**config.mk**
```make
export PLATFORM = sky130hd
export DESIGN_NAME = staged_word_bank
export DESIGN_NICKNAME = d
export VERILOG_FILES = /design/src/rtl/swb_pkg.sv /design/src/rtl/swb_decode.sv /design/src/rtl/swb_channel.sv /design/src/rtl/staged_word_bank.sv
export SDC_FILE = /design/constraint.sdc
export NUM_CORES = 2
export LEC_CHECK = 0
export ABC_AREA = 1
export BUFFER_PORTS_ARGS = -buffer_cell sky130_fd_sc_hd__buf_2
export CORE_MARGIN = 5
export CORE_UTILIZATION = 45
export DETAILED_ROUTE_END_ITERATION = 7
export GPL_TIMING_DRIVEN = 0
export PLACE_DENSITY = 0.71
export SLEW_MARGIN = 40
export SYNTH_ARGS = -nofsm -noshare
export SYNTH_HDL_FRONTEND = slang
export SYNTH_SLANG_ARGS = --single-unit
```
**constraint.sdc**
```tcl
create_clock -name clk -period 4.3 [get_ports clk]
set_input_delay 0.86 -clock clk [delete_from_list [all_inputs] [get_ports clk]]
set_output_delay 0.86 -clock clk [all_outputs]
set_load 0.1 [all_outputs]
```
**src/rtl/swb_pkg.sv**
```systemverilog
package swb_pkg;
  // Bit position of the least significant bit of channel k's slice
  function automatic int chan_lsb(input int k, input int width);
    return k * width;
  endfunction

  // True when a channel address refers to an implemented channel
  function automatic logic addr_in_range(input int addr, input int n_ch);
    return (addr >= 0) && (addr < n_ch);
  endfunction
endpackage

```
**src/rtl/swb_decode.sv**
```systemverilog
module swb_decode #(
  parameter int NUM_CH = 40,
  parameter int ADDR_W = 6
) (
  input  logic              wr_en,
  input  logic [ADDR_W-1:0] wr_addr,
  output logic [NUM_CH-1:0] sel
);
  for (genvar k = 0; k < NUM_CH; k++) begin : g_sel
    assign sel[k] = wr_en && (wr_addr == ADDR_W'(k));
  end
endmodule

```
**src/rtl/swb_channel.sv**
```systemverilog
module swb_channel #(
  parameter int DATA_W = 14
) (
  input  logic              clk,
  input  logic              rst,
  input  logic              load,
  input  logic              commit,
  input  logic [DATA_W-1:0] din,
  output logic [DATA_W-1:0] stage_q,
  output logic [DATA_W-1:0] out_q
);
  always_ff @(posedge clk) begin
    if (rst) begin
      stage_q <= '0;
      out_q   <= '0;
    end else begin
      if (load)   stage_q <= din;
      if (commit) out_q   <= stage_q;
    end
  end
endmodule

```
**src/rtl/staged_word_bank.sv**
```systemverilog
module staged_word_bank
  import swb_pkg::*;
#(
  parameter int NUM_CH = 40,
  parameter int DATA_W = 14,
  parameter int ADDR_W = 6
) (
  input  logic                     clk,
  input  logic                     rst,
  input  logic                     wr_en,
  input  logic [ADDR_W-1:0]        wr_addr,
  input  logic [DATA_W-1:0]        wr_data,
  input  logic                     commit,
  output logic [NUM_CH*DATA_W-1:0] out_flat
);
  localparam int FLAT_W = NUM_CH * DATA_W;

  // Named internal events for the checker
  logic [NUM_CH-1:0] sel_vec;
  logic              addr_hit;
  logic [FLAT_W-1:0] stage_flat;

  swb_decode #(.NUM_CH(NUM_CH), .ADDR_W(ADDR_W)) u_dec (
    .wr_en  (wr_en),
    .wr_addr(wr_addr),
    .sel    (sel_vec)
  );

  assign addr_hit = |sel_vec;

  for (genvar k = 0; k < NUM_CH; k++) begin : g_ch
    localparam int LSB = chan_lsb(k, DATA_W);
    swb_channel #(.DATA_W(DATA_W)) u_ch (
      .clk    (clk),
      .rst    (rst),
      .load   (sel_vec[k]),
      .commit (commit),
      .din    (wr_data),
      .stage_q(stage_flat[LSB +: DATA_W]),
      .out_q  (out_flat[LSB +: DATA_W])
    );
  end
endmodule

```
==> results_dict.tcl <==
set metrics [dict create \
    final-hold-violation-count 0 \
    die_h_um 313 \
    clkSinkCount 1120 \
    clk_latency_ps 700 \
    min_path_cells 2 \
    layout_min_cycle_time_ps 2730 \
    async_reset_ff_frac 0 \
    cts.reportedPaths.clkPinSlew_ps 70 \
    coreArea_mm2 0.0912 \
    worst_pin_slew_ps 902 \
    avgSynthCellArea_um2 7.35 \
    ys_ff_latch 1120 \
    num_rows 111 \
    place.gp.congestion 0.918 \
    io_buffers 582 \
    reg2reg_from "g_ch[29].u_ch.stage_q[2]" \
    die_w_um 313 \
    use_met2 0.498 \
    cts_tree "yes" \
    syn_area_mm2 0.0412 \
    crit_type "input pin to flip-flop" \
    fin_crit_sh 0.636 \
    critPathMaxFanout 10 \
    ys_top_cells_by_area "dfxtp_1 (54%), nor2_1 (21%), o21ai_0 (6.8%)" \
    pin_count 584 \
    finalWorstSetupSlack_ps 1570 \
    cts-root-buf "clkbuf_16" \
    dr_total_vias 39506 \
    cp.required_ps 4910 \
    p_sw_frac 0.306 \
    postCtsResizedCells 0 \
    start_util 0.452 \
    ir_drop_uv 318 \
    cp_slowest_cell "clkbuf_1" \
    overflow 0 \
    grt_usage 0.305 \
    antenna_found_initial 20 \
    post-synth-top-count-cell "nor2_1" \
    synth_top_cell_by_area "dfxtp_1" \
    drtIter0Drc 3981 \
    layout-drive-gt1-share 0.165 \
    synth_edf_count 0 \
    route.detailed.drc 0 \
    reg2reg_slack_ps 3530 \
    clockBufferDepth 3 \
    syn2layout_area_growth_pct 20.5 \
    synth-main-ff-cell "dfxtp_1" \
    synth_commonest_cells "nor2_1 (2264), dfxtp_1 (1120), nand2_1 (613), o21ai_0 (560), nand3_1 (532)" \
    fp.dieArea_mm2 0.0978 \
    maxCapViolations 0 \
    synthCells 5607 \
    worst_ep_arrival_time_ps 3350 \
    power.total_mw 24.7 \
    seq_area_frac_synth 0.544 \
    r2r-end "g_ch[29].u_ch.out_q[2]" \
    gr-usage-met1 0.384 \
    setup_viol 0 \
    cp-end-kind "flip-flop" \
    post_cts_buffers 0 \
    comb_power_share 0.148 \
    seqPwrFrac 0.439 \
    r2r_cells 2 \
    power.switching_mw 7.56 \
    p_clk_frac 0.414 \
    slowest_delay_ps 710 \
    hold_buffers 0 \
    final_core_util 0.544 \
    wl_mm 156 \
    routed_via_density 5.20 \
    worstHoldStart "g_ch[24].u_ch.stage_q[13]" \
    ant_nets 0 \
    yosys.cell_types.count 17 \
    leakagePower_nw 22.2 \
    min_path_type "flip-flop to flip-flop" \
    grtUsageMet3 0.0741 \
    final_area_mm2 0.0497 \
    holdPathEnd "g_ch[24].u_ch.out_q[13]" \
    slew_viol_final 0 \
    ys_warn_count 0 \
    preCtsSetupSlack_ps 927 \
    path_buf_inv 5 \
    busiest_layer "met2" \
    synth_fp_nets 5631 \
    placed_area_mm2 0.0457 \
    hpwlAfterDp_mm 113 \
    yosysTopAreaCellShare 0.544 \
    crit_family "buffers and inverters" \
    htree_levels 3 \
    grt_pass1_wl_mm 228 \
    start_kind "input pin" \
    drt-pass1-iter-count 6 \
    wl_per_cell_um 20.5 \
    intPower_mw 17.2 \
    power_density_mw_per_mm2 498 \
    finalSetupTns_ps 0 \
    fillers 8814 \
    grt_max_degree 15 \
    fmax_mhz 366 \
    status "completed" \
    slew_headroom 0.399 \
    fin_nets 6327 \
    rsz0062_at_grt "false" \
    finClkSkew_ps 30.0 \
    numCtsBuffers 112 \
    path_cells "buf_2 -> inv_1 -> buf_2 -> clkbuf_1 -> clkbuf_1 -> nand2_1 -> nor2_1" \
    grt_pass1_vias 37161 \
]
## final cells by class
type / count / area (µm²) / share of cell area
Buffer: 450 / 2070 / 0.0417
Inverter: 26 / 100 / 0.00202
Clock buffer: 166 / 3410 / 0.0686
Tap cell: 1186 / 1480 / 0.0299
Antenna cell: 19 / 47.5 / 0.000957
Clock inverter: 42 / 473 / 0.00952
Sequential cell: 1120 / 22400 / 0.451
Timing Repair Buffer: 582 / 2910 / 0.0586
Multi-Input combinational cell: 4011 / 16800 / 0.337
## metrics by stage
stage                     hold WS, ps  instances
after floorplan                   456       5607
after global placement            462       7375
after detailed placement          468       7375
after CTS                         477       7583
after global routing              499       7593
final                             474       7602
## power by group through the flow
stage	combinational [mW]	clock [mW]	sequential, mW
floorplan	0.932	0	12.9
global placement	3.60	0	11.1
detailed placement	3.62	0	11.1
CTS	3.64	10.3	10.8
global route	3.83	10.8	10.9
finish	3.66	10.2	10.8
## placed cells by master, fill, tap and decap left out
cell           n
nand2_1      613
clkbuf_1     212
bufinv_16      8
nor2_2        25
nor2_8         1
clkinv_2      20
nor2_1      2249
clkbuf_8      36
nor2_4        28
clkinv_4       4
clkbuf_2      56
nand3_1      532
inv_4          1
buf_1         34
inv_16         1
buf_6          5
nand3_4        3
inv_1         23
buf_4         30
inv_6          1
clkinvlp_4     7
dfxtp_1     1120
buf_2        711
clkinv_8       1
diode_2       19
o21ai_0      560
inv_2          2
clkbuf_16    114
## per-layer routing
metal | vias up | wire [µm]
met1 | 18391 | 62500
met3 | 353 | 15100
met2 | 1625 | 71100
met5 | - | 0
met4 | 0 | 7410
li1 | 19137 | -
## state kept, by name, summed over array words and instances (netlist names)
signal             cells
g_ch.u_ch.stage_q    560
g_ch.u_ch.out_q      560
## worst reg2reg max path, stage by stage (launching register included)
cell and delay, ps:
dfxtp_1 320, nor2_1 250, nor2_1 90
## how the worst max path moves through the flow
stage,depth (start not counted),startpoint,slack [ps],end
final,7,rst,1570,g_ch[38].u_ch.stage_q[13]
after global routing,7,rst,1590,g_ch[32].u_ch.stage_q[13]
after CTS,7,rst,1630,g_ch[38].u_ch.stage_q[13]
after detailed placement,7,rst,930,g_ch[32].u_ch.stage_q[13]
after global placement,8,wr_addr[1],820,g_ch[21].u_ch.stage_q[4]
after floorplan,8,wr_addr[4],2350,g_ch[33].u_ch.stage_q[10]
## cells by family (layout without fill, tap and decap cells)
logic type | Yosys count | after routing | synth area share
other | 0 | 19 | 0
AND/OR/NAND/NOR | 3451 | 3451 | 0.337
flip-flops | 1120 | 1120 | 0.544
buffers and inverters | 476 | 1266 | 0.0507
AO/OA/AOI/OAI | 560 | 560 | 0.0680
Note: power is estimated with default switching activity, not from simulation.
